[src/rtl/wake_pkg.sv]
package wake_pkg;
  typedef struct packed {
    logic pin;
    logic tone;
  } wake_cause_t;

  function automatic int unsigned cnt_w(input int unsigned max_val);
    return (max_val < 2) ? 1 : $clog2(max_val + 1);
  endfunction
endpackage

[src/rtl/wake_sync.sv]
module wake_sync #(
  parameter int unsigned STAGES = 2
) (
  input  logic clk_i,
  input  logic rst_ni,
  input  logic d_i,
  output logic q_o
);
  generate
    if (STAGES <= 1) begin : g_single
      logic ff_q;
      always_ff @(posedge clk_i or negedge rst_ni) begin
        if (!rst_ni) ff_q <= 1'b0;
        else         ff_q <= d_i;
      end
      assign q_o = ff_q;
    end else begin : g_chain
      logic [STAGES-1:0] ff_q;
      always_ff @(posedge clk_i or negedge rst_ni) begin
        if (!rst_ni) ff_q <= '0;
        else         ff_q <= {ff_q[STAGES-2:0], d_i};
      end
      assign q_o = ff_q[STAGES-1];
    end
  endgenerate
endmodule

[src/rtl/wake_tone_qual.sv]
module wake_tone_qual #(
  parameter int unsigned WIN_CYC  = 64,
  parameter int unsigned EDGE_MIN = 3,
  parameter int unsigned EDGE_MAX = 5,
  parameter int unsigned HOLD_CYC = 320
) (
  input  logic clk_i,
  input  logic rst_ni,
  input  logic en_i,
  input  logic cmp_i,
  output logic hit_o
);
  localparam int unsigned EW = wake_pkg::cnt_w(WIN_CYC);
  localparam int unsigned HW = wake_pkg::cnt_w(HOLD_CYC);

  logic               cmp_q;
  logic [WIN_CYC-1:0] hist_q;
  logic [EW-1:0]      edge_cnt_q;
  logic [HW-1:0]      hold_q;
  logic               rise, oldest, in_band;

  assign rise    = cmp_i & ~cmp_q;
  assign oldest  = hist_q[WIN_CYC-1];
  assign in_band = (edge_cnt_q >= EW'(EDGE_MIN)) && (edge_cnt_q <= EW'(EDGE_MAX));

  // sliding window: running edge count updated from entering and leaving bits
  always_ff @(posedge clk_i or negedge rst_ni) begin
    if (!rst_ni) begin
      cmp_q      <= 1'b0;
      hist_q     <= '0;
      edge_cnt_q <= '0;
    end else if (!en_i) begin
      cmp_q      <= 1'b0;
      hist_q     <= '0;
      edge_cnt_q <= '0;
    end else begin
      cmp_q  <= cmp_i;
      hist_q <= {hist_q[WIN_CYC-2:0], rise};
      case ({rise, oldest})
        2'b10:   edge_cnt_q <= edge_cnt_q + 1'b1;
        2'b01:   edge_cnt_q <= edge_cnt_q - 1'b1;
        default: edge_cnt_q <= edge_cnt_q;
      endcase
    end
  end

  // consecutive in-band cycles; any out-of-band cycle restarts
  always_ff @(posedge clk_i or negedge rst_ni) begin
    if (!rst_ni)                   hold_q <= '0;
    else if (!en_i || !in_band)    hold_q <= '0;
    else if (hold_q != HW'(HOLD_CYC)) hold_q <= hold_q + 1'b1;
  end

  assign hit_o = (hold_q == HW'(HOLD_CYC));
endmodule

[src/rtl/wake_pin_filter.sv]
module wake_pin_filter #(
  parameter int unsigned QUAL_CYC = 280,
  parameter int unsigned FIRE_CYC = 400
) (
  input  logic clk_i,
  input  logic rst_ni,
  input  logic en_i,
  input  logic pin_i,
  output logic hit_o
);
  localparam int unsigned CW = wake_pkg::cnt_w(FIRE_CYC);

  logic [CW-1:0] cnt_q;
  logic          armed_q;

  // before arming: counts high cycles, clears on drop; after: free-runs to fire point
  always_ff @(posedge clk_i or negedge rst_ni) begin
    if (!rst_ni) begin
      cnt_q   <= '0;
      armed_q <= 1'b0;
    end else if (!en_i) begin
      cnt_q   <= '0;
      armed_q <= 1'b0;
    end else if (armed_q) begin
      if (cnt_q != CW'(FIRE_CYC)) cnt_q <= cnt_q + 1'b1;
    end else if (pin_i) begin
      cnt_q <= cnt_q + 1'b1;
      if (cnt_q == CW'(QUAL_CYC - 1)) armed_q <= 1'b1;
    end else begin
      cnt_q <= '0;
    end
  end

  assign hit_o = armed_q && (cnt_q == CW'(FIRE_CYC));
endmodule

[src/rtl/wake_detect_top.sv]
module wake_detect_top #(
  parameter int unsigned SYNC_STAGES   = 2,
  parameter int unsigned WIN_CYC       = 64,
  parameter int unsigned EDGE_MIN      = 3,
  parameter int unsigned EDGE_MAX      = 5,
  parameter int unsigned TONE_HOLD_CYC = 320,
  parameter int unsigned PIN_QUAL_CYC  = 280,
  parameter int unsigned PIN_FIRE_CYC  = 400
) (
  input  logic       clk_i,
  input  logic       rst_ni,
  input  logic       sleep_i,
  input  logic       tone_cmp_i,
  input  logic       wake_pin_i,
  output logic       inh_o,
  output logic [1:0] cause_o
);
  import wake_pkg::*;

  logic        cmp_s, pin_s;
  logic        sleep_q, sleep_rise;
  logic        det_en, tone_hit, pin_hit;
  logic        inh_q;
  wake_cause_t cause_q;

  wake_sync #(.STAGES(SYNC_STAGES)) u_sync_cmp (
    .clk_i(clk_i), .rst_ni(rst_ni), .d_i(tone_cmp_i), .q_o(cmp_s)
  );
  wake_sync #(.STAGES(SYNC_STAGES)) u_sync_pin (
    .clk_i(clk_i), .rst_ni(rst_ni), .d_i(wake_pin_i), .q_o(pin_s)
  );

  assign sleep_rise = sleep_i & ~sleep_q;
  assign det_en     = sleep_i & ~inh_q;

  wake_tone_qual #(
    .WIN_CYC(WIN_CYC), .EDGE_MIN(EDGE_MIN), .EDGE_MAX(EDGE_MAX), .HOLD_CYC(TONE_HOLD_CYC)
  ) u_tone (
    .clk_i(clk_i), .rst_ni(rst_ni), .en_i(det_en), .cmp_i(cmp_s), .hit_o(tone_hit)
  );

  wake_pin_filter #(
    .QUAL_CYC(PIN_QUAL_CYC), .FIRE_CYC(PIN_FIRE_CYC)
  ) u_pin (
    .clk_i(clk_i), .rst_ni(rst_ni), .en_i(det_en), .pin_i(pin_s), .hit_o(pin_hit)
  );

  always_ff @(posedge clk_i or negedge rst_ni) begin
    if (!rst_ni) begin
      sleep_q <= 1'b0;
      inh_q   <= 1'b0;
      cause_q <= '0;
    end else begin
      sleep_q <= sleep_i;
      if (sleep_rise) begin
        inh_q   <= 1'b0;
        cause_q <= '0;
      end else if (det_en && (tone_hit || pin_hit)) begin
        inh_q        <= 1'b1;
        cause_q.tone <= tone_hit;
        cause_q.pin  <= pin_hit;
      end
    end
  end

  assign inh_o   = inh_q;
  assign cause_o = cause_q;
endmodule

[config.mk]
export PLATFORM = sky130hd
export DESIGN_NAME = wake_detect_top
export DESIGN_NICKNAME = d
export VERILOG_FILES = /design/src/rtl/wake_pkg.sv /design/src/rtl/wake_sync.sv /design/src/rtl/wake_tone_qual.sv /design/src/rtl/wake_pin_filter.sv /design/src/rtl/wake_detect_top.sv
export SDC_FILE = /design/constraint.sdc
export NUM_CORES = 1
export LEC_CHECK = 0
export BUFFER_PORTS_ARGS = -buffer_cell sky130_fd_sc_hd__clkbuf_2
export CORE_ASPECT_RATIO = 0.7
export CORE_MARGIN = 2
export CORE_UTILIZATION = 43
export CTS_CLUSTER_SIZE = 8
export DETAILED_ROUTE_END_ITERATION = 8
export MAX_ROUTING_LAYER = met4
export SETUP_SLACK_MARGIN = 0.5
export SYNTH_ARGS = -nofsm -noshare
export SYNTH_HDL_FRONTEND = slang
export SYNTH_SLANG_ARGS = --single-unit
[constraint.sdc]
create_clock -name clk_i -period 3.3 [get_ports clk_i]
set_clock_uncertainty 0.15 [all_clocks]
set_input_delay 0.33 -clock clk_i [delete_from_list [all_inputs] [get_ports clk_i]]
set_output_delay 0.33 -clock clk_i [all_outputs]
set_load 0.01 [all_outputs]
* After elaboration in Yosys (flattened, before gate mapping)
Index checks and enable logic that the tools add are counted.
W data, S select, Z words.
** Storage, ports and cells
- Register bits after elaboration :: 99
- Output and inout port bits :: 3
** Cells by class
- Add/subtract/negate cells :: 4
- Eq/ne operators :: 9
- Multiplexer cells :: 18
- Bitwise logic cells :: 6
- Order comparisons :: 2
- Reduce and logical (&&, ||, !) cells :: 9
** Operators with widths (number)
- $mux W64 :: 1
- $mux W9 :: 6
- $eq A9 B9 Y1 const B :: 3
- $add A9 B1 Y9 const B :: 2
- $ne A9 B9 Y1 const B :: 2
- $pmux W7 S2 :: 1
- $add A7 B1 Y7 const B :: 1
- $ge A7 B2 Y1 const B :: 1
- $le A7 B3 Y1 const B :: 1
- $mux W1 :: 7
- $mux W7 :: 1
- $sub A7 B1 Y7 const B :: 1
- $mux W2 :: 2
- $reduce_bool A2 Y1 :: 2
- $and A1 B1 Y1 :: 3
- $logic_and A1 B1 Y1 :: 3
- $ne A3 B1 Y1 const B :: 1
- $ne A3 B3 Y1 const B :: 1
- $not A1 Y1 :: 3
- $eq A2 B1 Y1 const B :: 1
- $eq A2 B2 Y1 const B :: 1
- $logic_not A1 Y1 :: 2
- $logic_or A1 B1 Y1 :: 2

* Depth between registers and ports, before layout
Gate-level depths: netlist of run 1.
- Depth after elaboration :: 6
- Depth in mapped cells :: 9

* By module
Synthesis of run 1 repeated with hierarchy kept, for this count alone.
** Second synthesis, totals
- Cell total of the unflattened synthesis :: 314
- Area, all modules :: 3858.7 um^2
** By module, submodules not included
- wake_tone_qual :: cells an instance 237, area an instance 3020.4 um^2, instances 1, seq. area each 2026.9 um^2
- wake_pin_filter :: cells an instance 54, area an instance 536.8 um^2, instances 1, seq. area each 250.2 um^2
- wake_detect_top :: cells an instance 19, area an instance 201.4 um^2, instances 1, seq. area each 100.1 um^2
- wake_sync :: cells an instance 2, area an instance 50.0 um^2, instances 2, seq. area each 50.0 um^2

* Worst setup path before layout of run 1
Ideal clock, no wire load.
- Kind :: flip-flop to flip-flop
- From :: reg u_tone.cmp_q
- To :: reg u_tone.edge_cnt_q[6]
- Cell stages (with the launch flop) :: 9
- Clock period less this slack :: 2.123 ns
- Setup time :: 0.104 ns
- Arrival time :: 1.869 ns
- Required time :: 3.046 ns
- Setup slack :: 1.177 ns
- Cells stage by stage :: dfrtp_1 -> nand2b_1 -> buf_2 -> nand2_1 -> inv_1 -> ha_1 -> a21bo_2 -> a32o_1 -> a221oi_1
** Between the ends
- Longest elaborated chain between the ends :: 5
** RTL lines
- start: declaration :: RTL line wake_tone_qual.sv:16 : logic cmp_q;
- start signal: assignment :: RTL line wake_tone_qual.sv:37 : cmp_q <= cmp_i;
- $not A1 Y1 * :: RTL line wake_tone_qual.sv:22 : assign rise = cmp_i & ~cmp_q;
- $and A1 B1 Y1 * :: RTL line wake_tone_qual.sv:22
- $eq A2 B1 Y1 or $eq A2 B2 Y1 (tied branches) :: RTL line wake_tone_qual.sv:39 : case ({rise, oldest})
- $pmux W7 S2 :: RTL line wake_tone_qual.sv:39
- $mux W7 :: RTL line wake_tone_qual.sv:32 : end else if (!en_i) begin
- end signal: assignment :: RTL line wake_tone_qual.sv:40 : 2'b10: edge_cnt_q <= edge_cnt_q + 1'b1;
- end signal: assignment :: RTL line wake_tone_qual.sv:41 : 2'b01: edge_cnt_q <= edge_cnt_q - 1'b1;
- end signal: assignment :: RTL line wake_tone_qual.sv:42 : default: edge_cnt_q <= edge_cnt_q;
- end: declaration :: RTL line wake_tone_qual.sv:18 : logic [EW-1:0] edge_cnt_q;
Mark *: on every way between the ends. The rest lies on a longest branch, timed or not.
A chain may end at the register's enable or synchronous reset.

* Final worst setup path of run 1
Ends and elaborated chain as after synthesis.

==> flow_results.org, run 1 <==
** Outcome
- Status :: finished clean

** Finish
- The finished cells cover 4320 sq um.
- Number of nets in the final layout :: between 300 and 400
- The layout has around 770 filler cells.
- Synthesis-to-finish area growth :: 13.0%
- Count of antenna diodes in the layout :: 0
- Area of the multi-input gates :: 1260 sq um
- The library cell used most frequently in the layout, excluding fill and tap cells, is dfrtp_1.
- The top cell types in the final layout, fill and taps aside, are dfrtp_1, and2_1, nor2_1.
- Sequential standard cell area :: ~2500 sq um
- Share of final-layout standard cells stronger than drive strength 1 :: under 10%

** Logic synthesis
- In the synthesized netlist the async set-or-reset flop fraction comes to 100%.
- Net count after synthesis :: roughly 330
- In this run the biggest area consumer among cell types represents between 60% and 70% of the synthesized area.
- Of all cell types, the one taking the most synthesized area is dfrtp_1.
- Sequential elements use between 60% and 70% of the synthesized area.
- Averaged over all synthesized cells, the footprint is 12.1 sq um.
- Mapped Area :: 3820 sq um
- Synthesized instance count :: approximately 320
- The synthesized design contains a little under 100 register bits.
- Yosys attributes the largest share of cell area to dfrtp_1, and2_1, xor2_1, ha_1, nor2_1.
- Counting distinct cell types in the post-synthesis netlist gives 45.
- In the synthesized netlist the dominant register cell turns out to be dfrtp_1.
- Number of enable-type register cells in the synthesized netlist :: 0
- The Yosys step of the flow raised 0 warnings.

** STA
- Setup violations remaining at the end of the flow were counted as 0.
- The number of hold violations in the final report was 0.
- In this run the tightest slew margin relative to its limit is between 40% and 50%.
- The count of final max-slew check failures is 0.
- Dividing the final minimum period by the clock period gives between 70% and 80%.
- At the pin with the least slew margin, the transition time is 0.765 ns.
- Setup repair after global routing left no endpoint under its margin.
- Timing-limited maximum frequency :: just over 400 MHz
- Final setup TNS :: 0 ns
- After layout, the minimum clock period comes to approximately 2.4 ns.

** Worst setup path
- At the worst endpoint, the required time is between 3 and 4 ns.
- Critical Path Max Stage Delay :: roughly 0.46 ns
- Series of cell instances along the critical path :: nand2b_1, nand2_1, xnor2_1, ha_1, nor4_1, a21bo_2, a32o_1, a221oi_1
- STA classifies the critical path startpoint as a register.
- Critical path peak fanout :: 8
- For this design, the slowest cell found on the critical path is nor4_1.
- Type of the setup path with the least slack :: reg -> reg
- CP top delay family :: simple AND/OR/NAND/NOR gates
- CP Capture Type :: register
- The critical path contains buffers and inverters numbering 0 combined.
- Data arrives at the worst endpoint at ~2.5 ns.

** Drt
- Starting DRT DRC Count :: approximately 220
- Total wirelength of the detailed-routed design :: 6.06 mm
- Wirelength per Cell :: 13.4 um
- Number of vias in the routed layout :: between 2k and 2.5k
- In the routed layout, each cell is associated on average with a via count of approximately 4.8.
- The detail route stage leaves a number of antenna-violating nets equal to 0.
- The pre-antenna-repair detailed-routing pass consisted of 4 iterations.
- After detailed routing, the number of remaining DRC violations is 0.

** Clock network
- Post-CTS timing repair inserted 0 buffers for setup.
- H-tree depth :: 3
- Clock-pin slew was measured on the worst setup and hold paths at approximately 0.07 ns.
- TritonCTS built the clock tree.
- Counting along the longest clock path gives a buffer depth of 2.
- Number of sinks handled by clock tree synthesis :: between 90 and 100
- Buffer cell driving the clock tree root :: clkbuf_16
- Clock latency of the later-clocked register in the worst-skew pair :: between 0.3 and 0.4 ns
- Clock tree synthesis inserted a total of 9 buffers.

** Power and ir drop
- Dividing total power by cell area gives a power density of 547 nW/um^2.
- Summed over all cells, the static leakage comes to a little over 0.002 uW.
- IR analysis of the VDD net gives a maximum drop of approximately 240 uV.

** Global route
- GR Overflow Total :: 0
- All-layer global routing usage :: between 10% and 20%
- The via count of the first global-routing pass was approximately 2.2k.
- The number of antenna violations at the first check in global routing is 0.
- Largest net degree at the start of global routing :: 65
- The first global-routing pass estimated between 10 and 15 mm of wire.

** Die
- The initial utilization of the core area, before any placement, comes to 44.7%.
- Die width :: 117 um
- Placeable core region :: approximately 8500 sq um
- The floorplan step set the die height to ~83 um.
- In this run the core area contains 28 standard-cell rows.
- Pin placement for this block handled 8 I/O pins.
- Floorplan die area :: 9670 sq um

** Placement
- Count of input and output buffers :: 7
- Area after DPL :: about 4000 sq um
- Post-detail-place hpwl :: 3.59 mm
- GP Congestion :: 0.883

** Job
- Number of maximum-capacitance violations :: 0

** Hold path
- Type of the worst min-delay path :: in -> reg
kinds of logic (layout without fill, tap and decap cells):
| family | count (synthesis) | after routing | synth area share (%) |
|---|---|---|---|
| fa+ha+maj | 6 | 6 | 1.97 |
| flops | 99 | 99 | 64.9 |
| simple gates | 138 | 138 | 20.9 |
| mux | 2 | 2 | 0.524 |
| compound gates | 36 | 36 | 6.32 |
| buf+inv | 22 | 39 | 2.46 |
| xor+xnor | 13 | 13 | 2.98 |
registers in the layout, summed over array words and instances, names as in the netlist:
| register | cells |
|---|---|
| cause_o | 2 |
| inh_o | 1 |
| sleep_q | 1 |
| u_pin.armed_q | 1 |
| u_pin.cnt_q | 9 |
| u_sync_cmp.g_chain.ff_q | 2 |
| u_sync_pin.g_chain.ff_q | 2 |
| u_tone.cmp_q | 1 |
| u_tone.edge_cnt_q | 7 |
| u_tone.hist_q | 64 |
| u_tone.hold_q | 9 |
final timing paths:
check / start / end / slack (ns) / cells past startpoint
max reg2reg: u_tone.cmp_q / u_tone.edge_cnt_q[6] / 0.86 / 8
min reg2reg: u_sync_pin.g_chain.ff_q[0] / u_sync_pin.g_chain.ff_q[1] / 0.23 / 0
min in group asynchronous: rst_ni / u_tone.hist_q[44] / 0.43 / 2
max in group asynchronous: rst_ni / u_tone.hist_q[58] / 1.73 / 3
min: sleep_i / sleep_q / 0.02 / 1
max: u_tone.cmp_q / u_tone.edge_cnt_q[6] / 0.86 / 8
through the flow:
stage	total power (uW)	utilization, %	worst slack, ns	cells	hold slack (ns)
floorplan	1290	-	1.18	316	-0.116
global placement	1330	46.6	1.03	434	0.223
detailed placement	1330	46.6	0.955	434	0.222
CTS	2390	50.5	0.937	453	0.00322
global route	2460	50.5	0.654	453	0.0152
finish	2360	50.5	0.860	453	0.0171
area by class of cell:
cell class / instances / share of cell area [%]
clock buffer: 11 / 5.62
clock inverter: 5 / 1.42
inverter: 10 / 0.870
multi-input combinational: 195 / 29.1
sequential: 99 / 57.4
tap: 120 / 3.48
timing repair buffer: 13 / 2.09
cell usage after synthesis, drive strengths merged, types with 2 or more instances:
cell,instances
nand2b,3
dfrtp,99
inv,10
a21oi,11
a21o,2
ha,6
a32oi,2
o21ai,7
nor4bb,2
nand2,10
or3,5
nor2,20
o31ai,3
mux2i,2
xnor2,4
and4,2
a31oi,4
xor2,9
buf,4
and2,66
nand3,11
nor4b,2
nor3,4
clkbuf,8
nand4,4
where the power goes:
group / leakage (uW) / switching (uW) / total, uW / internal (uW)
registers: 0.00137 / 10.4 / 1230 / 1220
clock network: 0.000150 / 440 / 1050 / 613
logic: 0.000532 / 53.1 / 74.7 / 21.5
total: 0.00205 / 504 / 2360 / 1860
layer usage:
layer | vias to the layer above | part of all wire, % | GRT usage, %
li1 | 1078 | - | -
met1 | 1067 | 56 | 23.2
met2 | 33 | 40 | 18.7
met3 | 4 | 3.5 | 4.89
met4 | 0 | 0.61 | 4.49
met5 | - | 0 | -
what timing repair did:
item	in CTS	in global routing
endpoints found under the hold margin	56	0
hold buffers	3	0
gates resized for setup	0	0
(Power assumes the default switching activity.)
==> inputs of run 2 (changes only) <==
- clock period: 3.3 -> 2.4 ns (I/O delays scaled with it)
==> flow_results.org, run 2 (synthesized netlist as in run 1, its figures left out) <==
** Outcome
- Status :: finished clean

** Global route
- The pin count of the biggest net entering global routing was 67 (+3.1%).
- The global-route usage over all layers was 14.8% (-0.20 points).
- GR Overflow Total :: 0 (unchanged)
- The via count of the first global-routing pass is 2146 (-0.42%).
- The wire length of the first global-routing pass was 10.7 mm (-3.1%).
- The number of antenna violations at the first check in global routing is 0 (unchanged).

** STA
- Worst hold slack :: 0.207 ns (+0.190 ns)
- The final period utilization came to 81.0% (+7.0 points).
- The worst-margin pin slew is 0.786 ns (+0.0209 ns).
- The achievable frequency is 514 MHz (+26%).
- Final setup TNS :: 0 ns (unchanged)
- Fin. max-slew vios :: 0 (unchanged)
- Total of endpoints with negative setup slack in the final report :: 0 (unchanged)
- Final critical-path setup slack :: 0.456 ns (-0.403 ns)
- The number of hold violations in the final report is 0 (unchanged).
- Setup repair after global routing could not meet its margin everywhere.
- Normalized max-slew margin :: 47.2% (-1.4 points)
- Minimum clock period :: 1.94 ns (-0.497 ns)

** Die
- The area of the die is 9670 sq um (unchanged).
- The horizontal die dimension is 117 um (unchanged).
- Placeable core region :: 8550 sq um (unchanged)
- The boundary pin count is 8 (unchanged).
- Die outline height :: 82.9 um (unchanged)
- The number of core rows came to 28 (unchanged).
- The starting density of the core was 44.7% (unchanged).

** Finish
- Leaving out fill and tap cells, the most frequent cell in the layout is dfrtp_1.
- Count of antenna diodes in the layout :: 0 (unchanged)
- Final instance count without filler cells :: 462 (+2.0%)
- The proportion of layout cells with a drive suffix above 1 was 16.1% (+7.1 points).
- Regs by FF count :: u_tone.hist_q (64), u_pin.cnt_q (9), u_tone.hold_q (9)
- The number of nets in the layout came to 348 (+2.7%).
- The top cell types in the final layout, fill and taps aside, are dfrtp_1, and2_1, nor2_1.
- Final standard cell area without fillers :: 4570 sq um (+5.8%)
- u_tone.hist_q holds more flip-flops than any other register.
- The area growth from synthesis to layout is 19.6%.
- The filler cell count in the final layout is 748 (-2.6%).
- The flip-flop count of the largest register, all copies and words added was 64 (unchanged).

** Drt
- The number of remaining DRC errors is 0 (unchanged).
- Number of vias in the routed layout :: 2230 (+2.2%)
- Vias per inst :: 4.83 (+0.21%)
- Wirelength per Cell :: 13.7 um (+2.3%)
- Starting DRT DRC Count :: 156 (-29%)
- Total wirelength of the detailed-routed design :: 6.33 mm (+4.3%)
- Number of search-and-repair iterations in the first detailed-routing pass :: 4 (unchanged)
- The final antenna-violating net count came to 0 (unchanged).

** Worst setup path
- Startpoint kind of the worst setup timing path :: register
- Type of the setup path with the least slack :: reg -> reg
- CP max stage cell :: dfrtp_1
- The endpoint required time on the critical path was 2.50 ns (-0.86 ns).
- CP Capture Type :: register
- The critical path goes through nand2b_4, nand2_4, xnor2_2, ha_4, nor4_4, a21bo_2, a32o_1, a221oi_2.
- Critical Path Max Stage Delay :: 0.40 ns (-0.06 ns)
- Critical path peak fanout :: 4 (-4)
- Arrival time at the worst endpoint :: 2.04 ns (-0.46 ns)

** Placement
- The HPWL reported at the end of detailed placement came to 3.64 mm (+1.2%).
- The setup slack after placement came to 0.354 ns (-0.601 ns).
- The placed standard-cell area is 4060 sq um (+1.9%).
- Count of input and output buffers :: 7 (unchanged)
- The number of cells in the design after placement is 434 (unchanged).
- GP Congestion :: 0.828 (-6.3%)

** Clock network
- The total number of clock tree sinks came to 99 (unchanged).
- The source-to-sink clock delay at the later pin of the worst-skew pair was 0.34 ns (about the same).
- TritonCTS Buffers :: 9 (unchanged)
- The maximum buffer depth of the clock tree is 2 (unchanged).
- H-tree depth :: 3 (unchanged)
- CTS placed an instance of clkbuf_16 at the clock tree root.
- TritonCTS built the clock tree.
- Clock-pin slew reported for the worst setup and hold paths after clock tree synthesis :: 0.07 ns (about the same)

** Power and ir drop
- Lkg Pwr :: 0.00214 uW (+4.4%)
- The power density normalized to cell area came to 761 nW/um^2 (+39%).
- Peak supply drop :: 379 uV (+55%)

** Hold path
- In this run the worst hold path is classified as reg -> reg.

** Job
- The max capacitance violation total was 0 (unchanged).
==> run 2: cell count changes in the layout (fill, tap and decap cells not counted), sizes merged <==
cell | before | now
clkbuf | 17 | 16
clkinv | 3 | 0
bufinv | 1 | 3
clkinvlp | 0 | 3
inv | 11 | 10
dlygate4sd3 | 3 | 4
buf | 4 | 12
==> run 2: routing by layer <==
metal / GRT usage, % / wire [um]
met4: 4.49 / 74
met5: - / 0
met2: 18.5 / 2640
met1: 22.2 / 3370
met3: 5.69 / 240
==> run 2: final timing paths <==
check                                           start  slack, ns                    endpoint  cells past startpoint
hold / removal             u_sync_pin.g_chain.ff_q[0]       0.21  u_sync_pin.g_chain.ff_q[1]                      0
max in group asynchronous                      rst_ni       1.08            u_tone.hist_q[7]                      4
setup reg to reg                         u_tone.cmp_q       0.46        u_tone.edge_cnt_q[6]                      8
hold reg to reg            u_sync_pin.g_chain.ff_q[0]       0.21  u_sync_pin.g_chain.ff_q[1]                      0
setup / recovery                         u_tone.cmp_q       0.46        u_tone.edge_cnt_q[6]                      8
min in group asynchronous                      rst_ni       0.26        u_tone.edge_cnt_q[5]                      2
==> run 2: layout make-up <==
cell class                 instances  area (sq um)  share of cell area (%)
multi-input combinational        195          1360                    29.8
inverter                          10          37.5                   0.822
sequential                        99          2480                    54.3
tap                              120           150                    3.29
timing repair buffer              22           185                    4.05
clock inverter                     6           113                    2.47
clock buffer                      10           239                    5.23
==> run 2: power breakdown <==
| group | internal [uW] | switching [uW] |
|---|---|---|
| logic | 48.2 | 80.6 |
| registers | 1680 | 16.4 |
| clock network | 1050 | 603 |
==> run 2: worst max-delay path: cells and delay by family, from the launching register on <==
| family | cells | cell delay [ns] |
|---|---|---|
| compound gates | 3 | 0.67 |
| flops | 1 | 0.40 |
| simple gates | 3 | 0.31 |
| fa+ha+maj | 1 | 0.20 |
| xor+xnor | 1 | 0.13 |
==> run 2: what timing repair did <==
action	CTS	global route
gates resized for setup	5	7
pin swaps	1	0
setup endpoints to repair	4	14
hold buffers	4	0
buffers inserted	3	5
hold endpoints to repair	38	0
==> run 2: through the flow <==
| step | power, uW | utilization (%) |
|---|---|---|
| final | 3480 | 53.4 |
| after detailed placement | 1840 | 47.5 |
| after floorplan | 1780 | - |
| after CTS | 3520 | 52.6 |
| after global placement | 1840 | 47.5 |
| after global routing | 3610 | 53.4 |
==> inputs of run 3 (changes only) <==
- ABC_AREA: unset -> 1
- clock period: 2.4 -> 2 ns (I/O delays scaled with it)
==> flow_results.org, run 3 <==
** Outcome
- Status :: finished clean

** Die
- Placeable core region :: 8960 sq um (+4.8%)
- The starting density of the core came to 43.8% (-0.92 points).
- Floorplan die area :: 9910 sq um (+2.6%)
- Number of top-level pins :: 8 (unchanged)
- The horizontal die dimension came to 118 um (+1.3%).
- The number of core rows is 29 (+3.6%).
- Die outline height :: 83.9 um (+1.3%)

** Worst setup path
- The signal on the critical path passes through nand2_4, nand2_8, buf_4, buf_4, nand3_4, inv_6, nor2_4, nand2_1, o21ai_1.
- Type of the setup path with the least slack :: reg -> reg
- The logic depth of the worst register-to-register path came to 9 (+1).
- The slack of the worst reg-to-reg path came to 0.32 ns (-0.14 ns).
- Tracing the worst setup path back leads to its startpoint at u_sync_cmp.g_chain.ff_q[1].
- Startpoint kind of the worst setup timing path :: register
- STA classifies the critical path endpoint as a register.
- Arrival time at the worst endpoint :: 1.80 ns (-0.24 ns)
- Critical path peak fanout :: 6 (+2)
- The endpoint required time on the critical path was 2.12 ns (-0.38 ns).
- Critical Path Max Stage Delay :: 0.41 ns (about the same)
- The worst register-to-register path ends at u_tone.edge_cnt_q[3].
- Cell repeated most along the worst path :: buf_4
- The slowest stage of the critical path belongs to the cell dfrtp_1.
- In this run the critical register-to-register path is launched from u_sync_cmp.g_chain.ff_q[1].

** Logic synthesis
- Warning count from the yosys run :: 0 (unchanged)
- The net count after synthesis came to 429 (+31%).
- Of all cell types, the one taking the most synthesized area is dfrtp_1.
- Async SR Flop Fraction :: 100% (unchanged)
- Top_reg_cell synth :: dfrtp_1
- The fraction of post-synthesis cell area in the top cell type by area was 63.2% (-1.7 points).
- Post-synthesis cell type count :: 33 (-27%)
- Mapped Area :: 3920 sq um (+2.7%)
- By instance count, the leading cell after synthesis is dfrtp_1.
- Register area share after synthesis :: 63.2% (-1.7 points)
- The commonest cells after synthesis are dfrtp_1, inv_1, nor2_1.
- The average size of a mapped cell was 9.38 sq um (-22%).
- Ranked by total cell area, the synthesized netlist is headed by dfrtp_1, inv_1, nor2_1, nand2_1, nand3_1.
- The count of flip-flops with a built-in enable after synthesis came to 0 (unchanged).
- Register bit count reported by yosys :: 99 (unchanged)
- The number of cells produced by synthesis is 418 (+32%).

** STA
- Total of endpoints with negative setup slack in the final report :: 0 (unchanged)
- Minimum clock period :: 1.68 ns (-0.264 ns)
- The number of hold violations in the final report is 0 (unchanged).
- Final clock period utilization by the worst path :: 84.0% (+3.0 points)
- The final critical-path setup slack was 0.320 ns (-0.136 ns).
- The achievable frequency came to 595 MHz (+16%).
- The count of final max-slew check failures is 0 (unchanged).
- The hold slack came to 0.0902 ns (-0.117 ns).
- The worst-margin pin slew came to 0.482 ns (-0.305 ns).
- Setup repair after global routing missed its margin :: true
- The post-route setup TNS is 0 ns (unchanged).
- Normalized max-slew margin :: 67.9% (+21 points)

** Hold path
- For hold timing, the worst endpoint is cause_o[1].
- In this run the worst hold path is classified as in -> reg.
- Count of cells along the worst hold path :: 4 (+4)
- The worst hold path begins at sleep_i.

** Clock network
- Clock tree synthesis selected as its root buffer the cell clkbuf_16.
- TritonCTS built the clock tree.
- The number of levels the H-tree was split into is 3 (unchanged).
- The maximum buffer depth of the clock tree was 2 (unchanged).
- Number of sinks handled by clock tree synthesis :: 99 (unchanged)
- The clock transition time at the flip-flop clock pins of the worst setup and hold paths came to 0.07 ns (about the same).
- The source-to-sink clock delay at the later pin of the worst-skew pair came to 0.34 ns (about the same).
- TritonCTS Buffers :: 9 (unchanged)

** Placement
- Count of input and output buffers :: 7 (unchanged)
- Post-detail-place hpwl :: 4.02 mm (+11%)
- Pre-CTS setup slack :: 0.332 ns (-0.0218 ns)
- The routability congestion estimate was 0.882 (+6.6%).
- Post-placement cell count :: 546 (+26%)

** Finish
- Number of nets in the final layout :: 482 (+39%)
- Count of antenna diodes in the layout :: 0 (unchanged)
- Largest register FFs :: 64 (unchanged)
- The largest registers in the layout are u_tone.hist_q (64), u_pin.cnt_q (9), u_tone.hold_q (9).
- More flip-flops sit in one register than any other, and that register is u_tone.hist_q.
- Number of inserted filler cells in the final layout :: 784 (+4.8%)
- Leading cell type in the layout, fill and taps excluded :: dfrtp_1
- Most frequent cells in the layout :: dfrtp_1, inv_1, nor2_1
- Synthesis-to-finish area growth :: 29.8%
- The count of placed standard cells in the final layout, fillers left out was 600 (+30%).
- The proportion of layout cells with a drive suffix above 1 came to 27.7% (+12 points).

** Drt
- The overall routed net length is 7.22 mm (+14%).
- Number of vias in the routed layout :: 2701 (+21%)
- Starting DRT DRC Count :: 215 (+38%)
- The number of vias per cell was 4.50 (-6.7%).
- Wirelength per Cell :: 12.0 um (-12%)
- The number of iterations in the first detailed-routing pass is 4 (unchanged).
- Number of nets with antenna violations after detailed routing :: 0 (unchanged)
- Detailed-route DRC error count :: 0 (unchanged)

** Global route
- Global-route met2 utilization :: 22.4% (+3.9 points)
- The number of antenna violations at the first check in global routing is 0 (unchanged).
- The met3 layer usage reported by global route was 4.58% (-1.1 points).
- The pin count of the biggest net entering global routing came to 67 (unchanged).
- First-pass GRT wire length :: 11.9 mm (+11%)
- All-layer global routing usage :: 15.4% (+0.57 points)
- Via count of the first global-routing pass :: 2583 (+20%)
- GR Overflow Total :: 0 (unchanged)
- Global-route met1 utilization :: 20.8% (-1.4 points)
- The layer flagged by global routing as most heavily used is met2.

** Power and ir drop
- Lkg Pwr :: 0.00234 uW (+9.4%)
- The power density normalized to cell area is 834 nW/um^2 (+9.5%).
- Peak supply drop :: 540 uV (+43%)

** Job
- The max capacitance violation total came to 0 (unchanged).
==> run 3: changes by cell type in the layout (fill, tap and decap cells not counted), sizes merged, moves of 7 or more <==
| cell | change |
|---|---|
| inv | +88 |
| and2 | -66 |
| nor2 | +64 |
| nand2 | +31 |
| buf | +27 |
| nand3 | +12 |
| a21oi | +8 |
| o21ai | +8 |
| xor2 | -7 |
==> run 3: cell type report <==
| class | count | area (sq um) | share of cell area, % |
|---|---|---|---|
| sequential | 99 | 2480 | 48.7 |
| tap | 124 | 155 | 3.05 |
| inverter | 98 | 385 | 7.57 |
| clock inverter | 6 | 72.6 | 1.43 |
| multi-input combinational | 214 | 1340 | 26.3 |
| timing repair buffer | 49 | 432 | 8.48 |
| clock buffer | 10 | 229 | 4.50 |
==> run 3: power breakdown <==
group	internal [uW]	total, uW	switching (uW)
clock	983	1730	751
combinational	168	420	252
sequential	2040	2090	48.1
total	3190	4240	1050
==> run 3: how the worst max path moves through the flow <==
stage | endpoint | slack (ns) | depth (start not counted)
final | u_tone.edge_cnt_q[3] | 0.32 | 9
after global routing | u_tone.edge_cnt_q[6] | 0.21 | 12
after CTS | u_tone.edge_cnt_q[6] | 0.38 | 11
after detailed placement | u_tone.edge_cnt_q[6] | 0.33 | 13
after global placement | u_tone.edge_cnt_q[6] | 0.36 | 13
after floorplan | u_tone.edge_cnt_q[6] | 0.43 | 13
==> run 3: kinds of logic (layout without fill, tap and decap cells) <==
| logic type | Yosys count | after routing | synth area share [%] |
|---|---|---|---|
| compound gates | 37 | 37 | 5.14 |
| xor+xnor | 4 | 4 | 0.893 |
| fa+ha+maj | 6 | 6 | 1.91 |
| buf+inv | 105 | 163 | 10.2 |
| flops | 99 | 99 | 63.2 |
| simple gates | 167 | 167 | 18.7 |
==> run 3: what timing repair did <==
item | 4_1_cts | 5_1_grt
hold buffers | 4 | 0
setup buffers | 14 | 20
endpoints found under the hold margin | 35 | 0
resized for setup | 18 | 65
endpoints found under the setup margin | 17 | 26
pin swaps | 8 | 24
==> run 3: routing by layer <==
layer	up-vias	share of wire (%)	wire length [um]
met1	1293	48	3470
met4	0	1.7	121
met2	37	47	3360
met5	-	0	0
met3	12	3.7	266
li1	1359	-	-
==> run 3: per-stage QoR <==
step                      utilization [%]  total power, uW  cell area (sq um)
after floorplan                         -             2290               3960
after global placement               46.8             2410               4200
after detailed placement             46.8             2400               4200
after CTS                            52.4             4200               4700
after global routing                 56.8             4440               5090
final                                56.8             4240               5090
==> run 3: critical path, delay by kind of cell (launching register included) <==
family	cells	cell delay [ns]
AO/OA/AOI/OAI	1	0.12
buffers and inverters	3	0.32
AND/OR/NAND/NOR	5	0.60
flip-flops	1	0.41
